## config.mk

```make
export PLATFORM = sky130hd
export DESIGN_NAME = pg_guard_top
export DESIGN_NICKNAME = d
export VERILOG_FILES = /design/src/rtl/pg_guard_pkg.sv /design/src/rtl/pg_idle_fsm.sv /design/src/rtl/pg_guard_eval.sv /design/src/rtl/pg_guard_top.sv
export SDC_FILE = /design/constraint.sdc
export NUM_CORES = 1
export LEC_CHECK = 0
export BUFFER_PORTS_ARGS = -buffer_cell sky130_fd_sc_hd__clkbuf_2
export CELL_PAD_IN_SITES_DETAIL_PLACEMENT = 0
export CELL_PAD_IN_SITES_GLOBAL_PLACEMENT = 1
export CORE_MARGIN = 4
export CORE_UTILIZATION = 43
export DETAILED_ROUTE_END_ITERATION = 10
export HOLD_SLACK_MARGIN = 0.05
export PLACE_DENSITY = 0.85
export SKIP_LAST_GASP = 1
export SLEW_MARGIN = 20
export SYNTH_ARGS = -nofsm -noshare
export SYNTH_HDL_FRONTEND = slang
export SYNTH_SLANG_ARGS = --single-unit
```

## constraint.sdc

```tcl
create_clock -name clk -period 5 [get_ports clk]
set_input_delay 1 -clock clk [delete_from_list [all_inputs] [get_ports clk]]
set_output_delay 1 -clock clk [all_outputs]
set_load 0.01 [all_outputs]
```

## src/rtl/pg_guard_pkg.sv

```systemverilog
package pg_guard_pkg;

    typedef enum logic [1:0] {
        PG_ON     = 2'd0,
        PG_OFF_U  = 2'd1,
        PG_OFF_C  = 2'd2
    } pg_state_e;

endpackage

```

## src/rtl/pg_idle_fsm.sv

```systemverilog
module pg_idle_fsm
    import pg_guard_pkg::*;
#(
    parameter int CFG_W = 16
) (
    input  logic             clk,
    input  logic             rst_n,
    input  logic             unit_idle,
    input  logic             gate_en,
    input  logic [CFG_W-1:0] idle_thresh,
    input  logic [CFG_W-1:0] breakeven,
    output logic             sleep,
    output logic             ev_extra,
    output logic             ev_comp,
    output logic             ev_uncomp
);

    localparam logic [CFG_W:0] ONE_C = (CFG_W+1)'(1);

    typedef struct packed {
        pg_state_e        st;
        logic             real_gate;
        logic [CFG_W-1:0] idle_cnt;
        logic [CFG_W-1:0] slp_cnt;
    } fsm_s;

    fsm_s q, d;
    logic idle_hit, slp_hit;
    logic [CFG_W-1:0] idle_inc, slp_inc;

    always_comb begin
        d         = q;
        ev_extra  = 1'b0;
        ev_comp   = 1'b0;
        ev_uncomp = 1'b0;
        idle_inc  = (q.idle_cnt == '1) ? q.idle_cnt : q.idle_cnt + 1'b1;
        slp_inc   = (q.slp_cnt == '1) ? q.slp_cnt : q.slp_cnt + 1'b1;
        idle_hit  = ({1'b0, q.idle_cnt} + ONE_C) >= {1'b0, idle_thresh};
        slp_hit   = ({1'b0, q.slp_cnt} + ONE_C) >= {1'b0, breakeven};
        case (q.st)
            PG_ON: begin
                if (unit_idle) begin
                    d.idle_cnt = idle_inc;
                    if (idle_hit) begin
                        d.st        = PG_OFF_U;
                        d.real_gate = gate_en;
                        d.slp_cnt   = '0;
                        d.idle_cnt  = '0;
                    end
                end else begin
                    d.idle_cnt = '0;
                end
            end
            PG_OFF_U: begin
                if (!unit_idle) begin
                    d.st      = PG_ON;
                    ev_uncomp = 1'b1;
                end else begin
                    d.slp_cnt = slp_inc;
                    if (slp_hit) d.st = PG_OFF_C;
                end
            end
            PG_OFF_C: begin
                if (!unit_idle) begin
                    d.st    = PG_ON;
                    ev_comp = 1'b1;
                end else begin
                    ev_extra = 1'b1;
                end
            end
            default: d.st = PG_ON;
        endcase
    end

    always_ff @(posedge clk) begin
        if (!rst_n) begin
            q.st        <= PG_ON;
            q.real_gate <= 1'b0;
            q.idle_cnt  <= '0;
            q.slp_cnt   <= '0;
        end else begin
            q <= d;
        end
    end

    assign sleep = q.real_gate && (q.st != PG_ON);

endmodule

```

## src/rtl/pg_guard_eval.sv

```systemverilog
module pg_guard_eval #(
    parameter int CFG_W = 16,
    parameter int EV_W  = 8,
    parameter int ACC_W = 16,
    parameter int PEN_W = 8
) (
    input  logic             clk,
    input  logic             rst_n,
    input  logic             ev_extra,
    input  logic             ev_comp,
    input  logic             ev_uncomp,
    input  logic [PEN_W-1:0] miss_penalty,
    input  logic [CFG_W-1:0] eval_window,
    output logic             gate_en,
    output logic [EV_W-1:0]  cnt_comp,
    output logic [EV_W-1:0]  cnt_uncomp,
    output logic [ACC_W-1:0] savings
);

    localparam int SUM_W = ACC_W + 2;
    localparam logic [CFG_W:0] ONE_C = (CFG_W+1)'(1);
    localparam logic signed [SUM_W-1:0] MAX_V = $signed({3'b000, {(ACC_W-1){1'b1}}});
    localparam logic signed [SUM_W-1:0] MIN_V = $signed({3'b111, {(ACC_W-1){1'b0}}});

    typedef struct packed {
        logic             en;
        logic [CFG_W-1:0] win;
        logic [EV_W-1:0]  comp;
        logic [EV_W-1:0]  uncomp;
        logic [ACC_W-1:0] acc;
    } grd_s;

    grd_s q, d;
    logic win_hit;
    logic signed [SUM_W-1:0] sum;
    logic signed [SUM_W-1:0] add_v;
    logic signed [SUM_W-1:0] sub_v;

    always_comb begin
        d      = q;
        add_v  = $signed({{(SUM_W-1){1'b0}}, ev_extra});
        sub_v  = ev_uncomp ? $signed({{(SUM_W-PEN_W){1'b0}}, miss_penalty}) : '0;
        sum    = $signed({{2{q.acc[ACC_W-1]}}, q.acc}) + add_v - sub_v;
        if (sum > MAX_V)      d.acc = MAX_V[ACC_W-1:0];
        else if (sum < MIN_V) d.acc = MIN_V[ACC_W-1:0];
        else                  d.acc = sum[ACC_W-1:0];

        win_hit = ({1'b0, q.win} + ONE_C) >= {1'b0, eval_window};
        if (win_hit) begin
            d.win    = '0;
            d.en     = $signed(d.acc) > 0;
            d.comp   = '0;
            d.uncomp = '0;
        end else begin
            d.win = q.win + 1'b1;
            if (ev_comp && q.comp != '1)     d.comp   = q.comp + 1'b1;
            if (ev_uncomp && q.uncomp != '1) d.uncomp = q.uncomp + 1'b1;
        end
    end

    always_ff @(posedge clk) begin
        if (!rst_n) begin
            q.en     <= 1'b1;
            q.win    <= '0;
            q.comp   <= '0;
            q.uncomp <= '0;
            q.acc    <= '0;
        end else begin
            q <= d;
        end
    end

    assign gate_en    = q.en;
    assign cnt_comp   = q.comp;
    assign cnt_uncomp = q.uncomp;
    assign savings    = q.acc;

endmodule

```

## src/rtl/pg_guard_top.sv

```systemverilog
module pg_guard_top #(
    parameter int CFG_W = 16,
    parameter int EV_W  = 8,
    parameter int ACC_W = 16,
    parameter int PEN_W = 8
) (
    input  logic                    clk,
    input  logic                    rst_n,
    input  logic                    unit_idle,
    input  logic [CFG_W-1:0]        idle_thresh,
    input  logic [CFG_W-1:0]        breakeven,
    input  logic [PEN_W-1:0]        miss_penalty,
    input  logic [CFG_W-1:0]        eval_window,
    output logic                    sleep,
    output logic                    gate_en,
    output logic [EV_W-1:0]         cnt_comp,
    output logic [EV_W-1:0]         cnt_uncomp,
    output logic signed [ACC_W-1:0] savings
);

    logic ev_extra, ev_comp, ev_uncomp;
    logic [ACC_W-1:0] acc_w;

    pg_idle_fsm #(.CFG_W(CFG_W)) u_fsm (
        .clk         (clk),
        .rst_n       (rst_n),
        .unit_idle   (unit_idle),
        .gate_en     (gate_en),
        .idle_thresh (idle_thresh),
        .breakeven   (breakeven),
        .sleep       (sleep),
        .ev_extra    (ev_extra),
        .ev_comp     (ev_comp),
        .ev_uncomp   (ev_uncomp)
    );

    pg_guard_eval #(
        .CFG_W (CFG_W),
        .EV_W  (EV_W),
        .ACC_W (ACC_W),
        .PEN_W (PEN_W)
    ) u_eval (
        .clk          (clk),
        .rst_n        (rst_n),
        .ev_extra     (ev_extra),
        .ev_comp      (ev_comp),
        .ev_uncomp    (ev_uncomp),
        .miss_penalty (miss_penalty),
        .eval_window  (eval_window),
        .gate_en      (gate_en),
        .cnt_comp     (cnt_comp),
        .cnt_uncomp   (cnt_uncomp),
        .savings      (acc_w)
    );

    assign savings = $signed(acc_w);

endmodule

```

# Yosys cells after proc, flatten, opt, wreduce, memory -nomap -nowiden
# Cells that the tools add are included.
# op_classes
addsub	10
order_cmp	6
eq_ne	13
muxes	20
n_bitwise	1
n_reduce_logical	11
# ops
operator	count
$mux W16	7
$add A16 B1 Y17 const B	3
$ge A17 B16 Y1	3
$add A16 B1 Y16 const B	3
$mux W35	1
$eq A16 B16 Y1 const B	2
$pmux W16 S2	1
$gt A18 B16 Y1 const B	1
$lt A18 B16 Y1 const B	1
$sub A18 B18 Y18	1
$add A16 B2 Y17	1
$add A8 B1 Y8 const B	2
$gt A16 B1 Y1 const B	1
$ne A8 B8 Y1 const B	2
$mux W8	1
$ne A2 B2 Y1 const B	4
$mux W2	3
$ne A3 B2 Y1 const B	2
$pmux W2 S3	1
$mux W1	5
$reduce_and A5 Y1	1
$reduce_and A4 Y1	1
$reduce_bool A2 Y1	2
$logic_and A1 B1 Y1	3
9 further kinds	9
# word_totals
regBits	84
inputBits	59
out_inout_bits	34

# Depth between registers and ports, before layout
# Gate-level depths: netlist (run 1).
# depth
word_depth	8
depth_mapped	18
mapped_depth_nobuf	17

# By module
# Synthesis (run 1) repeated with hierarchy kept, for this count alone.
# unflattened
cells_unflattened	758
hier_area_um2	6437.4
# by_module_without_submodules
mod	instances	cells_each	area_per_inst_um2	seq_area_each_um2
pg_guard_eval	1	408	3517.1	980.9
pg_idle_fsm	1	350	2920.3	700.7

# Worst setup path after synthesis (run 1)
# Ideal clock, no wire load.
# synth_path
path_kind	input to register
from	input port unit_idle
to	register u_eval.q, in the netlist u_eval.gate_en
t_arrival_ps	4366
t_required_ps	4922
path_slack_ps	556
stages	17
n_path_buf	1
cell_sequence	clkbuf_1 > inv_1 > nor2_1 > ha_1 > ha_1 > and3_1 > nand3_1 > xnor2_1 > ha_1 > nand4_1 > a211o_1 > and2_1 > o221ai_1 > nor2_1 > a221oi_2 > o21ai_0 > a32oi_1
# synth_via
elab_chain_len	8
# synth_lines
element	line_no	text
start, declared	pg_guard_top.sv:9	input logic unit_idle,
$mux W1 (on tied branches)	pg_idle_fsm.sv:64, pg_idle_fsm.sv:55	
$mux W1	pg_idle_fsm.sv:40	case (q.st)
$add A16 B2 Y17 / $mux W8 (equally long branches)	pg_guard_eval.sv:43, pg_guard_eval.sv:42	
$sub A18 B18 Y18 *	pg_guard_eval.sv:43	sum = $signed({{2{q.acc[ACC_W-1]}}, q.acc}) + add_v - sub_v;
$lt A18 B16 Y1	pg_guard_eval.sv:45	else if (sum < MIN_V) d.acc = MIN_V[ACC_W-1:0];
$mux W16	pg_guard_eval.sv:45	
$mux W16 *	pg_guard_eval.sv:44	if (sum > MAX_V) d.acc = MAX_V[ACC_W-1:0];
$gt A16 B1 Y1 *	pg_guard_eval.sv:51	d.en = $signed(d.acc) > 0;
end, declared	pg_guard_eval.sv:33	grd_s q, d;
# Mark *: on every way between the ends. The rest lies on a longest branch, timed or not.
# A chain may end at the register's enable or synchronous reset.

# Worst setup path in the final report (run 1)
# Same ends and word-level chain as after synthesis.

==> results of run 1 <==
==> report_power, final <==
group	leakage (nW)	total [mW]	internal, mW	switching (mW)
combinational	2.51	0.925	0.393	0.532
clock	0.133	0.611	0.337	0.275
sequential	0.680	0.815	0.722	0.0924
==> per-stage QoR <==
stage | cell area [um2] | power [mW]
2_1_floorplan | 6490 | 1.55
3_3_place_gp | 6930 | 1.74
3_5_place_dp | 6930 | 1.74
4_1_cts | 7200 | 2.36
5_1_grt | 7200 | 2.51
6_report | 7200 | 2.35
==> state kept, by name, indices dropped and copies added (netlist names) <==
register / flops
u_eval.cnt_uncomp: 8
u_eval.gate_en: 1
u_eval.q: 16
u_eval.cnt_comp: 8
u_eval.savings: 16
u_fsm.q: 35
==> layout make-up <==
type | count | area, um2
repair buffers | 102 | 536
multi-input cells | 629 | 4250
well taps | 184 | 230
inverters | 63 | 236
clock buffers | 10 | 229
fillers | 1471 | 7440
flip-flops and latches | 84 | 1680
clock inverters | 6 | 40.0
==> layout by cell type, fill, tap and decap left out, drive strengths merged, types with 6 or more instances in the layout <==
cell,n
and2,7
a21oi,39
o21ai,45
nand4,21
ha,63
mux2i,12
nor2,70
xor2,36
nand2,89
o21a,9
clkbuf,102
a21o,9
nor3,15
and3,31
nor2b,9
dfxtp,84
xnor2,42
a31oi,16
nand3,40
nor4,8
buf,10
nand2b,10
a211oi,6
inv,64
==> cell families after synthesis <==
kind of cell,count (synthesis)
DFF,84
buffers and inverters,116
adders and majority gates,64
xor gates and xnor gates,78
and+or+nand+nor,317
muxes,12
AOI/OAI and AO/OA,158
==> final timing paths <==
| kind | end | slack, ns | cells past startpoint |
|---|---|---|---|
| worst max-delay path | u_eval.gate_en | 0.65 | 18 |
| worst min-delay path | u_fsm.q[32] | 0.46 | 2 |
| worst max register to register | u_fsm.q[18] | 0.68 | 16 |
| worst min register to register | u_fsm.q[32] | 0.46 | 2 |
==> metal layers <==
metal	track usage	part of all wire	routed length (um)
met5	0	0	0
met4	0.0551	0.013	201
met3	0.0325	0.051	770
met2	0.287	0.45	6810
met1	0.252	0.49	7390
==> worst max-delay path, cell delays in order <==
cell and delay (ns):
clkbuf_2 0.13, inv_1 0.06, nor2_1 0.12, ha_1 0.25, ha_1 0.26, and3_1 0.22
nand3_1 0.10, xnor2_1 0.15, ha_1 0.41, nand4_1 0.12, a211o_1 0.29, and2_1 0.16
o221ai_1 0.42, nor2_1 0.13, a221oi_2 0.26, buf_4 0.20, o21ai_0 0.09, a32oi_1 0.22
==> results.txt, run 1 <==
* Yosys warns: 0
- The via count of the first global-routing pass was 5392.
- Entering global routing, the biggest net connects 41 pins.
- In this run the static leakage power is 3.32 nW.
* Clock-pin slew on the worst setup and hold paths: 0.06 ns
- The routed design could run at a clock period as short as 4.35 ns.
- Highest Clock Rate: 230 MHz
- Unrepaired setup endpoints after global routing: no
- The first TritonRoute pass finished after 5 iterations.
- Most frequent cell after synthesis: nand2_1
- Of the total synthesized cell area, the portion taken by XOR and XNOR cells is 0.105.
- The number of different library cells used by synthesis comes to 61.
* Leading area contributor after synthesis: dfxtp_1
- In this run the critical register-to-register path is launched from u_fsm.q[16].
- Once layout is complete, the utilization of the core stands at 0.492.
- The number of setup buffers added after CTS is 0.
- After global routing the overflow that remains totals 0.
- The core region is 14600 um2.
- Resized Gates After CTS: 0
* First element of the critical path: unit_idle
- Compared with the post-synthesis result, the final layout area differs by 10.8%.
- Once detailed placement completed, the half-perimeter wirelength came to 11.8 mm.
* Share of post-route cells with drive strength above 1: 0.161
* Worst-case hold slack: 0.457 ns
* Average wire per standard cell: 14.1 um
- TritonCTS clock tree: done
- The floorplan step defined a die boundary enclosing 17100 um2.
- Overall global routing resource usage: 0.181
- The cell sitting at the root of the clock tree is a clkbuf_16.
- Number of clock buffers inserted by TritonCTS: 9
- Quantity of I/O buffers inserted on ports: 92
- Relative slew slack: 0.318
- Type of the tightest min-delay check: reg -> reg
- The run finished with clean final reports.
* Global-route wire length before repair: 25.4 mm
* Total via count after detailed routing: 5789
* Sequential element share of the synthesized area: 0.259
* Net count, final: 1012
* Commonest cells in the synthesized netlist: nand2_1 (89), dfxtp_1 (84), nor2_1 (70)
* Hold-fix buffers at CTS: 0
- Post-placement worst setup slack: 0.354 ns
- Summing every instance area after synthesis gives 6490 um2.
* Post-Route WL: 15.2 mm
* Arrival time at the worst endpoint: 4.59 ns
- Kind of start point of the critical path: input pin
- Counting along the longest clock path gives a buffer depth of 2.
- Antenna diode instance count: 0
* Final instance count without filler cells: 1078
* Clock sink count: 84
- In this run, the number of DRC markers left after iteration 0 of detailed routing was 351.
- Clock network latency to the later pin of the worst-skew pair: 0.33 ns
- Among all flip-flop cells after synthesis, the most frequent one is dfxtp_1.
- Of the total synthesized cell area, the portion taken by full adders, half adders and majority gates is 0.124.
- H-tree depth: 3
* Initial antenna violation count: 0
- FF+latch count, synth: 84
- The congestion estimate from routability-driven global placement came to 0.886.
- Complex-gate fraction of the synthesized area: 0.163
- By area, the combinational part of the netlist is dominated by simple AND/OR/NAND/NOR gates.
- After detailed routing, the number of remaining DRC violations is 0.
- Of the post-synthesis cell area, the part taken by muxes is 0.0185.
* Setup tns final: 0 ns
* Width of the die: 131 um
- Die Y-Extent: 131 um
- Largest voltage drop on the vdd net: 182 uV
- Power density over the cells: 327 nW/um2
- Net Count, Synth: 952
* Async S/R FF share, synth: 0
* Average cell area after synthesis: 7.83 um2
- The number of placed instances, taps included, is 1062.
* Fin. Hold Viols: 0
- Maximum fanout encountered on the critical timing path: 9
- Worst-case clock skew: 0.00630 ns
* Number of core rows: 44
* Maxcap violations: 0
- For this design the top-level I/O count stands at 93.
- Setup violations remaining at the end of the flow were counted as 0.
- The share of synthesized area in the top cell type comes to 0.259.
- After detailed routing, the number of vias per cell comes to 5.37.
- Simple-gate area share of the yosys netlist: 0.243
* Antenna-violating nets left: 0
* Transition time at the pin with the least slew margin: 1.01 ns
- The initial utilization of the core area, before any placement, comes to 0.444.
- The critical path is of the in -> reg type.
* Final period util: 0.869
- Syn Inst Count: 829
- Setup slack on the critical path of the routed design comes to 0.654 ns.
- Max-slew violation count: 0
* Critical Path End Type: flop
- The worst hold path begins at u_fsm.q[32].
- Leading cell types by total area after synthesis: dfxtp_1 (26%), ha_1 (12%), xnor2_1 (5.7%)
* Count of flip-flops with a built-in enable after synthesis: 0
- At the worst endpoint, the required time is 5.24 ns.
(Power assumes the default switching activity.)
==> run 2, diff against run 1 <==
CORE_UTILIZATION = 40   (was 43)
CTS_CLUSTER_DIAMETER = 50   (was default)
PLACE_DENSITY = 0.8   (was 0.85)
==> results.txt, run 2 (synthesis results as in run 1) <==
- Max-slew violation count: 0
* Arrival time at the worst endpoint: 4.57 ns
- Placed cell areas: 6970 um2
- For this design the top-level I/O count stands at 93.
- From synthesis to final layout, the design area changed by 12.0%.
- The via count of the first global-routing pass came to 5357.
- Counting tap cells, the placed design contains a total of 1094 instances.
- The later pin in the worst-skew pair is clocked with a latency of 0.34 ns.
- Measured against its own limit, the worst slew margin works out to 0.323.
- Number of clock buffers inserted by TritonCTS: 9
- Highest Clock Rate: 232 MHz
* Final count of negative-setup-slack endpoints: 0
- H-tree depth: 3
- Number of buffers added for setup after CTS: 0
- Count of cells along the worst hold path: 2
- Kind of start point of the critical path: flop
- The finished layout holds 1110 standard cells, fillers aside.
- Along the worst path, the maximum fanout reaches 10.
* Core ar.: 15900 um2
* Unrepaired setup endpoints after global routing: no
* Maxcap violations: 0
- The floorplan step defined a die boundary enclosing 18300 um2.
- Final period demand of the worst path: 4.32 ns
- The number of antenna violations at the first check in global routing is 0.
- Hold repair after CTS inserted 0 buffers.
- Measured in cells, the most critical reg-to-reg path has a length of 16.
- Largest voltage drop on the vdd net: 199 uV
- For this configuration, the core starts out at a cell density of 0.409.
- Maximum clock path buffer count: 2
- Number of cells on the critical path: 16
- In the layout the commonest cells are clkbuf_2 (92), nand2_1 (89), dfxtp_1 (84), nor2_1 (70).
* Highest-delay cell along the critical path: a2111oi_0
* Type of the tightest min-delay check: reg -> reg
- On the worst path, the slowest cell contributes a delay of 0.53 ns.
- The congestion estimate from routability-driven global placement came to 0.850.
* Post-Route WL: 15.4 mm
- Data required time of the critical path: 5.26 ns
- The detailed router placed 5655 vias in this run.
- The worst setup path is captured at a flop.
- The critical path in this run is classified as reg -> reg.
- Root buf cell: clkbuf_16
- Crit path max-delay family: compound AO/OA/AOI/OAI gates
* Die Y-Extent: 135 um
- Entering global routing, the biggest net connects 40 pins.
- Post-route cell area: 7270 um2
- Worst-case clock skew: 0.00613 ns
- Commonest non-fill, non-tap cell in the layout: clkbuf_2
- In the global route stage, overall resource usage came out at 0.173.
* Post-detailed-placement half-perimeter wirelength: 11.9 mm
* Detailed-route vias per instance: 5.09
* Global-route wire length before repair: 26.1 mm
- The count of endpoints failing hold in the final timing report is 0.
* Power density over the cells: 334 nW/um2
- Antenna diode instance count: 0
* TritonCTS clock tree: done
- The detailed router finished its first iteration with 298 violations.
- Drt first pass iters: 5
- Count of buffering cells on the critical path with inverters included: 1
* Number of flip-flops in the largest register: 35
- Once layout is complete, the utilization of the core stands at 0.458.
- In this run, post-CTS repair resized a total of 0 instances.
- Of the cells placed in the final design, the portion with a size suffix greater than 1 is 0.161.
- Final period util: 0.863
- Setup tns final: 0 ns
* Largest Register: u_fsm.q
* Total congestion overflow: 0
* Antenna-violating nets left: 0
- Quantity of I/O buffers inserted on ports: 92
* Clock-pin slew on the worst setup and hold paths: 0.06 ns
- Net count, final: 1012
- At the pin with the least slew margin, the transition time is 1.01 ns.
* Clock sink count: 84
* Cell chain of the critical path: ha_1 > nand3_1 > nor2_1 > and3_1 > and3_1 > xnor2_1 > inv_1 > ha_1 > a21o_1 > a21oi_1 > nor2b_1 > a2111oi_0 > nand2_1 > o21ai_1 > nand4_1 > o21ai_0
* Leakage: 3.34 nW
- In the final routed layout, each cell accounts on average for 13.9 um.
- From left edge to right edge, the die measures 135 um.
- For this run, design rule violations remaining after detail routing come to 0.
- The run finished with clean final reports.
- Number of core rows: 46
- Counting the fill cells in the layout gives 1676.
## run 2: cell count changes in the layout (fill, tap and decap cells not counted)
cell / delta
clkinv_2: -1
bufinv_16: +1
clkbuf_8: +2
inv_6: -1
clkinv_4: -1
## run 2: final cells by class
class	instances	area (um2)	share of cell area
clock buffer	12	256	0.0353
tap	216	270	0.0372
multi-input combinational	629	4250	0.584
sequential	84	1680	0.231
inverter	63	236	0.0325
timing repair buffer	102	536	0.0736
clock inverter	4	47.5	0.00654
## run 2: path summary, 6_finish.rpt
path,to,start,slack [ns]
setup / recovery,u_fsm.q[18],u_fsm.q[16],0.68
hold / removal,u_fsm.q[32],u_fsm.q[32],0.46
setup reg to reg,u_fsm.q[18],u_fsm.q[16],0.68
hold reg to reg,u_fsm.q[32],u_fsm.q[32],0.46
## run 2: through the flow
step | setup slack, ns | power (mW) | hold slack, ns
global placement | 0.485 | 1.75 | 0.454
floorplan | 0.556 | 1.55 | 0.430
detailed placement | 0.373 | 1.75 | 0.463
CTS | 0.639 | 2.45 | 0.473
global route | 0.154 | 2.60 | 0.492
finish | 0.684 | 2.43 | 0.463
## run 2: where the power goes
group	total (mW)	switching, mW	internal, mW
clock	0.681	0.268	0.413
sequential	0.816	0.0935	0.722
combinational	0.930	0.528	0.402
## run 2: worst register-to-register path, stage by stage, from the launching register on
cell and delay, ns:
dfxtp_1 0.40, ha_1 0.23, nand3_1 0.17, nor2_1 0.29, and3_1 0.29, and3_1 0.19, xnor2_1 0.14, inv_1 0.07
ha_1 0.29, a21o_1 0.16, a21oi_1 0.13, nor2b_1 0.05, a2111oi_0 0.53, nand2_1 0.11, o21ai_1 0.43, nand4_1 0.46
o21ai_0 0.31
## run 2: routing by layer
metal	up-vias	routed length (um)	GRT usage
li1	2991	-	-
met4	0	255	0.0476
met3	15	743	0.0420
met5	-	0	0
met2	101	6770	0.268
met1	2548	7610	0.241
